## src/rtl/wrc_pkg.sv

```systemverilog
package wrc_pkg;
  // Byte span of one register page; the page number sits above these bits.
  localparam int OFS_W  = 13;
  // Register slots are 16 bytes, so the slot field is the offset above bit 3.
  localparam int SLOT_W = OFS_W - 4;

  typedef enum logic [1:0] {
    AK_NONE  = 2'd0,
    AK_WIDE  = 2'd1,
    AK_DWORD = 2'd2,
    AK_MEM   = 2'd3
  } acc_kind_e;
endpackage

```

## src/rtl/wrc_decode.sv

```systemverilog
module wrc_decode
  import wrc_pkg::*;
#(
  parameter int PAGE_W       = 2,
  parameter int NUM_WIDE     = 8,
  parameter int DW_SLOT_BASE = 256,
  parameter int NUM_DW       = 3,
  localparam int AW          = 1 + PAGE_W + OFS_W,
  localparam int RIDX_W      = PAGE_W + SLOT_W,
  localparam int DSEL_W      = (NUM_DW > 1) ? $clog2(NUM_DW) : 1,
  localparam int DIDX_W      = PAGE_W + DSEL_W,
  localparam int MIDX_W      = AW - 4
) (
  input  logic [AW-1:0]     addr,
  output acc_kind_e         kind,
  output logic [1:0]        word,
  output logic [RIDX_W-1:0] ridx,
  output logic [DIDX_W-1:0] didx,
  output logic [MIDX_W-1:0] midx
);
  logic [PAGE_W-1:0] page;
  logic [SLOT_W-1:0] slot;
  logic [DSEL_W-1:0] dsel;
  logic              aligned;

  assign page    = addr[AW-2 -: PAGE_W];
  assign slot    = addr[OFS_W-1:4];
  assign dsel    = DSEL_W'(slot - SLOT_W'(DW_SLOT_BASE));
  assign aligned = (addr[1:0] == 2'b00);
  assign ridx    = {page, slot};
  assign didx    = {page, dsel};
  assign midx    = addr[AW-2:3];

  always_comb begin
    kind = AK_NONE;
    word = addr[3:2];
    if (!aligned) begin
      kind = AK_NONE;
    end else if (addr[AW-1]) begin
      kind = AK_MEM;
      word = {1'b0, addr[2]};
    end else if (32'(slot) < 32'(NUM_WIDE)) begin
      kind = AK_WIDE;
    end else if (32'(slot) >= 32'(DW_SLOT_BASE) &&
                 32'(slot) < 32'(DW_SLOT_BASE + NUM_DW) &&
                 addr[3:2] == 2'd0) begin
      kind = AK_DWORD;
    end
  end
endmodule

```

## src/rtl/wrc_collect.sv

```systemverilog
module wrc_collect
  import wrc_pkg::*;
#(
  parameter int RIDX_W = 11,
  parameter int MIDX_W = 12,
  parameter int DIDX_W = 4,
  localparam int IDX_W = (RIDX_W > MIDX_W) ? RIDX_W : MIDX_W,
  localparam int TGT_W = 1 + IDX_W
) (
  input  logic              clk,
  input  logic              rst_n,
  input  logic              wr_go,
  input  logic              wide64,
  input  acc_kind_e         kind,
  input  logic [1:0]        word,
  input  logic [RIDX_W-1:0] ridx,
  input  logic [DIDX_W-1:0] didx,
  input  logic [MIDX_W-1:0] midx,
  input  logic [63:0]       wdata,
  output logic              rf_we,
  output logic [RIDX_W-1:0] rf_waddr,
  output logic [127:0]      rf_wdata,
  output logic              mem_we,
  output logic [MIDX_W-1:0] mem_waddr,
  output logic [63:0]       mem_wdata,
  output logic              dw_we,
  output logic [DIDX_W-1:0] dw_waddr,
  output logic [31:0]       dw_wdata
);
  logic              act_q, act_n;
  logic [TGT_W-1:0]  tgt_q, tgt_n, tgt_in;
  logic [95:0]       dat_q, dat_n;
  logic              rfwe_n, mwe_n, dwe_n;
  logic [RIDX_W-1:0] rfa_n;
  logic [127:0]      rfd_n;
  logic [MIDX_W-1:0] ma_n;
  logic [63:0]       md_n;
  logic [DIDX_W-1:0] da_n;
  logic [31:0]       dd_n;
  logic              hit;

  assign tgt_in = (kind == AK_MEM) ? {1'b1, IDX_W'(midx)} : {1'b0, IDX_W'(ridx)};
  assign hit    = act_q && (tgt_q == tgt_in);

  always_comb begin
    act_n  = act_q;
    tgt_n  = tgt_q;
    dat_n  = dat_q;
    rfwe_n = 1'b0;
    rfa_n  = rf_waddr;
    rfd_n  = rf_wdata;
    mwe_n  = 1'b0;
    ma_n   = mem_waddr;
    md_n   = mem_wdata;
    dwe_n  = 1'b0;
    da_n   = dw_waddr;
    dd_n   = dw_wdata;
    if (wr_go) begin
      unique case (kind)
        AK_WIDE: begin
          if (!wide64) begin
            if (word == 2'd0) begin
              act_n = 1'b1;
              tgt_n = tgt_in;
              dat_n = {64'b0, wdata[31:0]};
            end else if (word == 2'd3) begin
              if (hit) begin
                rfwe_n = 1'b1;
                rfa_n  = ridx;
                rfd_n  = {wdata[31:0], dat_q};
                act_n  = 1'b0;
              end
            end else if (hit) begin
              dat_n[{word, 5'd0} +: 32] = wdata[31:0];
            end
          end else if (word == 2'd0) begin
            act_n = 1'b1;
            tgt_n = tgt_in;
            dat_n = {32'b0, wdata};
          end else if (word == 2'd2 && hit) begin
            rfwe_n = 1'b1;
            rfa_n  = ridx;
            rfd_n  = {wdata, dat_q[63:0]};
            act_n  = 1'b0;
          end
        end
        AK_MEM: begin
          if (!wide64) begin
            if (!word[0]) begin
              act_n = 1'b1;
              tgt_n = tgt_in;
              dat_n = {64'b0, wdata[31:0]};
            end else if (hit) begin
              mwe_n = 1'b1;
              ma_n  = midx;
              md_n  = {wdata[31:0], dat_q[31:0]};
              act_n = 1'b0;
            end
          end else if (!word[0]) begin
            mwe_n = 1'b1;
            ma_n  = midx;
            md_n  = wdata;
          end
        end
        AK_DWORD: begin
          if (!wide64) begin
            dwe_n = 1'b1;
            da_n  = didx;
            dd_n  = wdata[31:0];
          end
        end
        default: ;
      endcase
    end
  end

  always_ff @(posedge clk or negedge rst_n) begin
    if (!rst_n) begin
      act_q     <= 1'b0;
      tgt_q     <= '0;
      dat_q     <= '0;
      rf_we     <= 1'b0;
      rf_waddr  <= '0;
      rf_wdata  <= '0;
      mem_we    <= 1'b0;
      mem_waddr <= '0;
      mem_wdata <= '0;
      dw_we     <= 1'b0;
      dw_waddr  <= '0;
      dw_wdata  <= '0;
    end else begin
      act_q     <= act_n;
      tgt_q     <= tgt_n;
      dat_q     <= dat_n;
      rf_we     <= rfwe_n;
      rf_waddr  <= rfa_n;
      rf_wdata  <= rfd_n;
      mem_we    <= mwe_n;
      mem_waddr <= ma_n;
      mem_wdata <= md_n;
      dw_we     <= dwe_n;
      dw_waddr  <= da_n;
      dw_wdata  <= dd_n;
    end
  end

  AST_ONE_PULSE: assert property (@(posedge clk) disable iff (!rst_n)
    $onehot0({rf_we, mem_we, dw_we}));
  AST_COMMIT_FROM_OPEN: assert property (@(posedge clk) disable iff (!rst_n)
    rf_we |-> $past(act_q));
  AST_COMMIT_CLOSES: assert property (@(posedge clk) disable iff (!rst_n)
    rf_we |-> !act_q);
  AST_DWORD_HOLDS: assert property (@(posedge clk) disable iff (!rst_n)
    (wr_go && kind == AK_DWORD) |=> ($stable(act_q) && $stable(tgt_q) && $stable(dat_q)));
  AST_RESTART_CLEARS: assert property (@(posedge clk) disable iff (!rst_n)
    (wr_go && kind == AK_WIDE && !wide64 && word == 2'd0) |=> (act_q && dat_q[95:32] == 64'b0));
endmodule

```

## src/rtl/wrc_rdpath.sv

```systemverilog
module wrc_rdpath
  import wrc_pkg::*;
(
  input  logic         clk,
  input  logic         rst_n,
  input  logic         rd_go,
  input  logic         wide64,
  input  acc_kind_e    kind,
  input  logic [1:0]   word,
  input  logic [127:0] rf_rdata,
  input  logic [63:0]  mem_rdata,
  output logic         rd_valid,
  output logic [63:0]  rd_data
);
  logic [127:0] shd_q, shd_n;
  logic [63:0]  rdd_n;

  always_comb begin
    shd_n = shd_q;
    rdd_n = 64'b0;
    if (rd_go) begin
      unique case (kind)
        AK_WIDE: begin
          if (!wide64) begin
            if (word == 2'd0) begin
              rdd_n = {32'b0, rf_rdata[31:0]};
              shd_n = rf_rdata;
            end else begin
              rdd_n = {32'b0, shd_q[{word, 5'd0} +: 32]};
            end
          end else if (word == 2'd0) begin
            rdd_n = rf_rdata[63:0];
            shd_n = rf_rdata;
          end else if (word == 2'd2) begin
            rdd_n = shd_q[127:64];
          end
        end
        AK_MEM: begin
          if (!wide64) begin
            if (!word[0]) begin
              rdd_n        = {32'b0, mem_rdata[31:0]};
              shd_n[63:0]  = mem_rdata;
            end else begin
              rdd_n = {32'b0, shd_q[63:32]};
            end
          end else if (!word[0]) begin
            rdd_n = mem_rdata;
          end
        end
        default: ;
      endcase
    end
  end

  always_ff @(posedge clk or negedge rst_n) begin
    if (!rst_n) begin
      shd_q    <= '0;
      rd_valid <= 1'b0;
      rd_data  <= '0;
    end else begin
      shd_q    <= shd_n;
      rd_valid <= rd_go;
      rd_data  <= rdd_n;
    end
  end

  AST_SHADOW_IDLE: assert property (@(posedge clk) disable iff (!rst_n)
    !rd_go |=> $stable(shd_q));
  AST_UNMAPPED_ZERO: assert property (@(posedge clk) disable iff (!rst_n)
    (rd_go && (kind == AK_NONE || kind == AK_DWORD)) |=> (rd_valid && rd_data == 64'b0));
endmodule

```

## src/rtl/wide_reg_collector.sv

```systemverilog
module wide_reg_collector
  import wrc_pkg::*;
#(
  parameter int PAGE_W       = 2,
  parameter int NUM_WIDE     = 8,
  parameter int DW_SLOT_BASE = 256,
  parameter int NUM_DW       = 3,
  localparam int AW          = 1 + PAGE_W + OFS_W,
  localparam int RIDX_W      = PAGE_W + SLOT_W,
  localparam int DSEL_W      = (NUM_DW > 1) ? $clog2(NUM_DW) : 1,
  localparam int DIDX_W      = PAGE_W + DSEL_W,
  localparam int MIDX_W      = AW - 4
) (
  input  logic              clk,
  input  logic              rst_n,
  input  logic              bus_valid,
  input  logic              bus_write,
  input  logic              bus_wide,
  input  logic [AW-1:0]     bus_addr,
  input  logic [63:0]       bus_wdata,
  output logic              rd_valid,
  output logic [63:0]       rd_data,
  output logic [RIDX_W-1:0] rf_raddr,
  input  logic [127:0]      rf_rdata,
  output logic              rf_we,
  output logic [RIDX_W-1:0] rf_waddr,
  output logic [127:0]      rf_wdata,
  output logic [MIDX_W-1:0] mem_raddr,
  input  logic [63:0]       mem_rdata,
  output logic              mem_we,
  output logic [MIDX_W-1:0] mem_waddr,
  output logic [63:0]       mem_wdata,
  output logic              dw_we,
  output logic [DIDX_W-1:0] dw_waddr,
  output logic [31:0]       dw_wdata
);
  logic [1:0]        rsync_q;
  logic              rst_core_n;
  acc_kind_e         kind;
  logic [1:0]        word;
  logic [RIDX_W-1:0] ridx;
  logic [DIDX_W-1:0] didx;
  logic [MIDX_W-1:0] midx;
  logic              wr_go, rd_go;

  // Reset asserts at once and releases two clocks later, in step with clk.
  always_ff @(posedge clk or negedge rst_n) begin
    if (!rst_n) rsync_q <= 2'b00;
    else        rsync_q <= {rsync_q[0], 1'b1};
  end
  assign rst_core_n = rsync_q[1];

  assign wr_go     = bus_valid && bus_write;
  assign rd_go     = bus_valid && !bus_write;
  assign rf_raddr  = ridx;
  assign mem_raddr = midx;

  wrc_decode #(
    .PAGE_W(PAGE_W), .NUM_WIDE(NUM_WIDE),
    .DW_SLOT_BASE(DW_SLOT_BASE), .NUM_DW(NUM_DW)
  ) u_dec (
    .addr(bus_addr), .kind(kind), .word(word),
    .ridx(ridx), .didx(didx), .midx(midx)
  );

  wrc_collect #(
    .RIDX_W(RIDX_W), .MIDX_W(MIDX_W), .DIDX_W(DIDX_W)
  ) u_col (
    .clk(clk), .rst_n(rst_core_n), .wr_go(wr_go), .wide64(bus_wide),
    .kind(kind), .word(word), .ridx(ridx), .didx(didx), .midx(midx),
    .wdata(bus_wdata),
    .rf_we(rf_we), .rf_waddr(rf_waddr), .rf_wdata(rf_wdata),
    .mem_we(mem_we), .mem_waddr(mem_waddr), .mem_wdata(mem_wdata),
    .dw_we(dw_we), .dw_waddr(dw_waddr), .dw_wdata(dw_wdata)
  );

  wrc_rdpath u_rd (
    .clk(clk), .rst_n(rst_core_n), .rd_go(rd_go), .wide64(bus_wide),
    .kind(kind), .word(word), .rf_rdata(rf_rdata), .mem_rdata(mem_rdata),
    .rd_valid(rd_valid), .rd_data(rd_data)
  );

  AST_ONE_ACTION: assert property (@(posedge clk) disable iff (!rst_core_n)
    rd_valid |-> !(rf_we || mem_we || dw_we));
endmodule

```

## config.mk

```make
export PLATFORM = sky130hd
export DESIGN_NAME = wide_reg_collector
export DESIGN_NICKNAME = d
export VERILOG_FILES = /design/src/rtl/wrc_pkg.sv /design/src/rtl/wrc_decode.sv /design/src/rtl/wrc_collect.sv /design/src/rtl/wrc_rdpath.sv /design/src/rtl/wide_reg_collector.sv
export SDC_FILE = /design/constraint.sdc
export NUM_CORES = 1
export LEC_CHECK = 0
export ABC_AREA = 0
export BUFFER_PORTS_ARGS = -buffer_cell sky130_fd_sc_hd__clkbuf_2
export CAP_MARGIN = 20
export CORE_AREA = 2 2 238 240
export CTS_CLUSTER_DIAMETER = 40
export DETAILED_ROUTE_END_ITERATION = 8
export DIE_AREA = 0 0 240 242
export PLACE_DENSITY = 0.73
export RECOVER_POWER = 25
export SYNTH_ARGS = -nofsm -noshare
export SYNTH_HDL_FRONTEND = slang
export SYNTH_SLANG_ARGS = --single-unit
```

## constraint.sdc

```tcl
create_clock -name clk -period 15.2 [get_ports clk]
set_clock_uncertainty 0.1 [all_clocks]
set_input_delay 2.28 -clock clk [delete_from_list [all_inputs] [get_ports clk]]
set_output_delay 2.28 -clock clk [all_outputs]
set_load 0.01 [all_outputs]
```

# --- Word-level counts from Yosys, hierarchy flattened ---
# Cells that the tools add are included.
classes:
  addsub: 2
  n_lt_le_gt_ge: 3
  eq_ne: 16
  shift: 3
  mux: 78
  n_bitwise: 2
  reduce_logical: 22
ops:
  columns: ["operator", "n"]
  rows:
  - ["64-bit 2-to-1 mux", 13]
  - ["128-bit 2-to-1 mux", 6]
  - ["96-bit 2-to-1 mux", 7]
  - ["64-bit case mux with 2 select lines", 2]
  - ["96-bit case mux with 2 select lines", 1]
  - ["128-bit by 8-bit indexed part select with 32-bit output", 1]
  - ["96-bit bitwise mux", 1]
  - ["32-bit by 9-bit variable shift with 96-bit output (first input constant)", 1]
  - ["32-bit by 9-bit indexed part select with 96-bit output", 1]
  - ["11-bit 2-to-1 mux", 6]
  - ["32-bit 2-to-1 mux", 2]
  - ["13-bit 2-to-1 mux", 4]
  - ["12-bit 2-to-1 mux", 4]
  - ["13-bit case mux with 2 select lines", 1]
  - ["1-bit 2-to-1 mux", 24]
  - ["5-bit AND reduction", 4]
  - ["13-bit == test", 1]
  - ["2-bit 2-to-1 mux", 6]
  - ["9-bit greater-or-equal comparator (second input constant)", 1]
  - ["9-bit by 4-bit < comparator with 1-bit output (second input constant)", 1]
  - ["9-bit < comparator (second input constant)", 1]
  - ["7-bit negation with 9-bit output", 1]
  - ["2-bit == test (second input constant)", 4]
  - ["4-bit by 2-bit inequality test with 1-bit output (second input constant)", 2]
  - ["other kinds (16)", 31]
word_totals:
  regBits: 559
  in_bits: 277
  word_cells: 143

# --- Logic depth before layout (Yosys ltp) ---
logic_depth:
  ltp_word: 17
  mapped_depth: 15

# --- Modules after synthesis ---
# Synthesis repeated with hierarchy kept, for this count alone.
unflattened:
  hier_cells: 2205
  area_unflattened_um2: 24957.7
by_module_without_submodules:
  columns: ["mod", "instances", "cells_each", "area_per_inst_um2", "seq_area_each_um2"]
  rows:
  - ["wrc_collect", 1, 1541, 16369.4, 9108.7]
  - ["wrc_rdpath", 1, 620, 8236.6, 4028.9]
  - ["wrc_decode", 1, 39, 281.5, 0.0]
  - ["wide_reg_collector", 1, 5, 70.1, 50.0]

# --- Worst setup path after synthesis ---
# Ideal clock, no wire load.
synth_path:
  path_type: "input-to-reg"
  startpoint: "input port bus_addr[1]"
  endpoint: "register u_col.dat_q[34]"
  setup_time_ps: 125
  t_arrival_ps: 5130
  required_ps: 14975
  setup_slack_ps: 9845
  cell_stages: 13
  n_path_buf: 4
  path_cell_list: "nor3b_2 -> buf_2 -> nor2_1 -> clkinv_1 -> buf_2 -> ha_1 -> clkbuf_1 -> a22oi_1 -> a21oi_1 -> nand2_1 -> a21oi_2 -> buf_6 -> mux2_2"
synth_via:
  elab_chain_cells: 10
  elab_cells_between_ends: 26
synth_lines:
  columns: ["item", "line", "text"]
  rows:
  - ["from (decl)", "wide_reg_collector.sv:19", "input logic [AW-1:0] bus_addr,"]
  - ["2-bit logical NOT (*)", "wrc_decode.sv:29", "assign aligned = (addr[1:0] == 2'b00);"]
  - ["2-bit 2-to-1 mux", "wrc_decode.sv:37", "if (!aligned) begin"]
  - ["7-bit negation with 9-bit output", "wrc_collect.sv:74", "dat_n[{word, 5'd0} +: 32] = wdata[31:0];"]
  - ["32-bit by 9-bit indexed part select with 96-bit output or 32-bit by 9-bit variable shift with 96-bit output (tied branches)", "wrc_collect.sv:74", null]
  - ["96-bit bitwise mux", "wrc_collect.sv:74", null]
  - ["96-bit 2-to-1 mux", "wrc_collect.sv:73", "end else if (hit) begin"]
  - ["96-bit 2-to-1 mux", "wrc_collect.sv:66", "end else if (word == 2'd3) begin"]
  - ["96-bit 2-to-1 mux", "wrc_collect.sv:62", "if (word == 2'd0) begin"]
  - ["96-bit 2-to-1 mux", "wrc_collect.sv:61", "if (!wide64) begin"]
  - ["96-bit case mux with 2 select lines", "wrc_collect.sv:59", "unique case (kind)"]
  - ["to (signal assigned)", "wrc_collect.sv:134", "dat_q <= dat_n;"]
  - ["to (decl)", "wrc_collect.sv:32", "logic [95:0] dat_q, dat_n;"]
# Every way passes the cells marked *; elsewhere a longest branch is shown, timed or not. The select of a mux whose other input is x is not followed.
# A chain may end at the register's enable or synchronous reset.

==> metrics.yaml <==
logic_synthesis:
  synth_flop_cell: "dfrtp_1"
  ys_ff_latch: 559
  async_flop_share_pct: 100.0
  ys_warn_count: 0
  syn_inst: 2190
  syn-num-nets: 2472
  seq_area_frac_synth_pct: 55.12
  synth_edf_count: 0
  avgSynthCellArea_um2: 11.59
  syn_area_um2: 25380
  netlist-cell-type-count: 54
floorplanning:
  initial_core_util_pct: 45.54
  die_x_um: 240
  die_h_um: 242
  num_rows: 87
  coreArea_um2: 55730
  io_pins: 619
  dieArea_um2: 58080
clock_tree:
  cts_tree: "yes"
  cts_max_path_buffers: 3
  cts_setup_buffers: 0
  clkSinkCount: 559
  cts_hold_buffers: 0
  cts_resized: 0
  numCtsBuffers: 87
  clk_latency_ps: 640
  clkTransAtPathRegs_ps: 60
  root_buffer: "clkbuf_16"
  htree_levels: 3
setup_path:
  critPathArrivalTime_ps: 7660
  cp_max_fo: 74
  worstSetupEndpointType: "async pin"
  required_ps: 15140
  startpoint_type: "register"
  worstSetupPathType: "register to async pin"
route:
  vias: 20160
  vias_per_cell: 5.632
  dr.pass1.iters: 5
  wl_um: 79770
  postRouteAntennaNets: 0
  wl_per_cell_um: 22.28
  drt-initial-drc-count: 1346
  drc: 0
timing:
  worst_pin_slew_ps: 3964
  min_period_ps: 7722
  max_freq_ghz: 0.1295
  setup-violations-final: 0
  hold_viol_final: 0
  rsz0062_at_grt: "false"
  fin_ws_ps: 7478
  fin_tns_setup_ps: 0
  fin_crit_sh_pct: 50.80
  relSlewSlack_pct: -164.3
  drv_slew: 264
power_and_ir_drop:
  p_leak_nw: 16.49
  power.density_nw_per_um2: 128.0
  peakVddDrop_mv: 0.09558
layout:
  area_growth_pct: 25.68
  nFillCells: 4643
  drive_gt1_share_pct: 37.78
  nets: 3028
  fin_cells: 3580
place:
  placedCellCount: 3410
  gp_congestion: 0.9282
  post-place-ws_ps: 8682
  port-buffer-count: 618
  dp_hpwl_um: 54530
hold_path:
  hold_path.class: "register to register"
job:
  cap_violations: 4
grt:
  grt-ovfl-total: 0
  grt_pass1_vias: 20850
  grt_pass1_wl_um: 122000
  grt_max_degree: 154
  grt_use_total_pct: 27.22
  antenna_found_initial: 7
run_status:
  status: "complete, but fails checks"
  violations: "capacitance limit, slew limit"
[through the flow]
step	area (um^2)	util, %	hold WS (ps)	total power [mW]
after floorplan	25380	-	231.1	1.897
after global placement	28780	51.63	234.0	2.050
after CTS	31840	57.13	252.6	4.116
after global routing	31900	57.23	251.7	4.239
after detailed placement	28780	51.63	242.7	2.072
final	31900	57.23	249.6	4.084
[power breakdown]
group | switching (mW) | internal, mW
clock | 0.792 | 1.24
sequential | 0.0742 | 1.59
combinational | 0.227 | 0.158
total | 1.09 | 2.99
[final timing paths]
path                                    from            endpoint  slack [ps]  cells past startpoint
worst max register to register    rsync_q[1]  u_col.dw_wdata[31]        7480                      2
worst max-delay path              rsync_q[1]  u_col.dw_wdata[31]        7480                      2
worst min-delay path              rsync_q[0]          rsync_q[1]         250                      0
worst min register to register    rsync_q[0]          rsync_q[1]         250                      0
min in group asynchronous         rsync_q[1]   u_col.dw_wdata[8]         790                      0
max in group clk                bus_addr[15]     u_col.dat_q[41]        9320                     12
[layer usage]
layer	vias up	track usage, %	share of wire (%)
li1	8813	-	-
met4	4	16.02	5.3
met2	1026	43.35	48
met1	10110	32.96	37
met3	213	7.634	9.5
met5	-	0	0.034
[state kept, by name, indices dropped and copies added (netlist names)]
signal	flops
u_col.mem_wdata	64
u_col.rf_waddr	11
u_col.rf_wdata	128
u_rd.rd_valid	1
u_col.mem_we	1
u_col.dat_q	96
u_rd.rd_data	64
u_col.dw_we	1
u_col.tgt_q	13
u_rd.shd_q	128
u_col.mem_waddr	12
u_col.dw_wdata	32
u_col.dw_waddr	4
rsync_q	2
u_col.rf_we	1
u_col.act_q	1
[cell families (layout without fill, tap and decap cells)]
| group | after synthesis | after routing | synth area share (%) |
|---|---|---|---|
| DFF | 559 | 559 | 55.12 |
| AOI/OAI and AO/OA | 491 | 491 | 11.54 |
| muxes | 443 | 443 | 20.73 |
| and+or+nand+nor | 392 | 392 | 6.596 |
| buffers and inverters | 289 | 918 | 5.408 |
| xor gates and xnor gates | 10 | 10 | 0.3451 |
| adders and majority gates | 5 | 5 | 0.2465 |
| other | 1 | 6 | 0.01478 |
[cell usage after synthesis, types with 7 or more instances]
cell type	n	area [um^2]
buf_4	29	217.7
clkbuf_1	100	375.4
nor2b_1	15	93.84
a31oi_1	7	43.79
o22ai_1	31	193.9
nor2_1	108	405.4
a21oi_1	103	515.5
mux2i_1	70	700.7
mux2_1	130	1464
a22o_1	34	297.8
buf_6	18	202.7
buf_2	26	130.1
dfrtp_1	559	13990
mux4_2	32	720.7
o21ai_0	204	1021
inv_1	103	386.6
nand2_1	222	833.3
nand3b_1	8	60.06
buf_1	10	37.54
a22oi_1	97	728.2
mux2_2	211	2376
[layout make-up]
class	count	area, um^2	area share, %
Tap cell	756	945.9	2.966
Clock inverter	62	768.2	2.409
Inverter	105	394.1	1.236
Clock buffer	100	2296	7.198
Timing Repair Buffer	651	3378	10.59
Multi-Input combinational cell	1342	10110	31.70
Sequential cell	559	13990	43.86
Antenna cell	5	12.51	0.03923
[cells in the final DEF (no fill, tap or decap), drive strengths merged, types with 31 or more instances in the layout]
master	synthesis	layout
a21oi	104	104
a22o	34	34
a22oi	97	97
clkbuf	100	721
dfrtp	559	559
inv	103	121
mux2	341	341
mux2i	70	70
mux4	32	32
nand2	222	222
nor2	108	108
o21ai	205	205
o22ai	31	31
[worst max-delay path, cell delays in order (launching register included)]
cell      delay [ps]
dfrtp_1         1780
clkbuf_1        2870
clkbuf_1        2320
(Power assumes the default switching activity.)
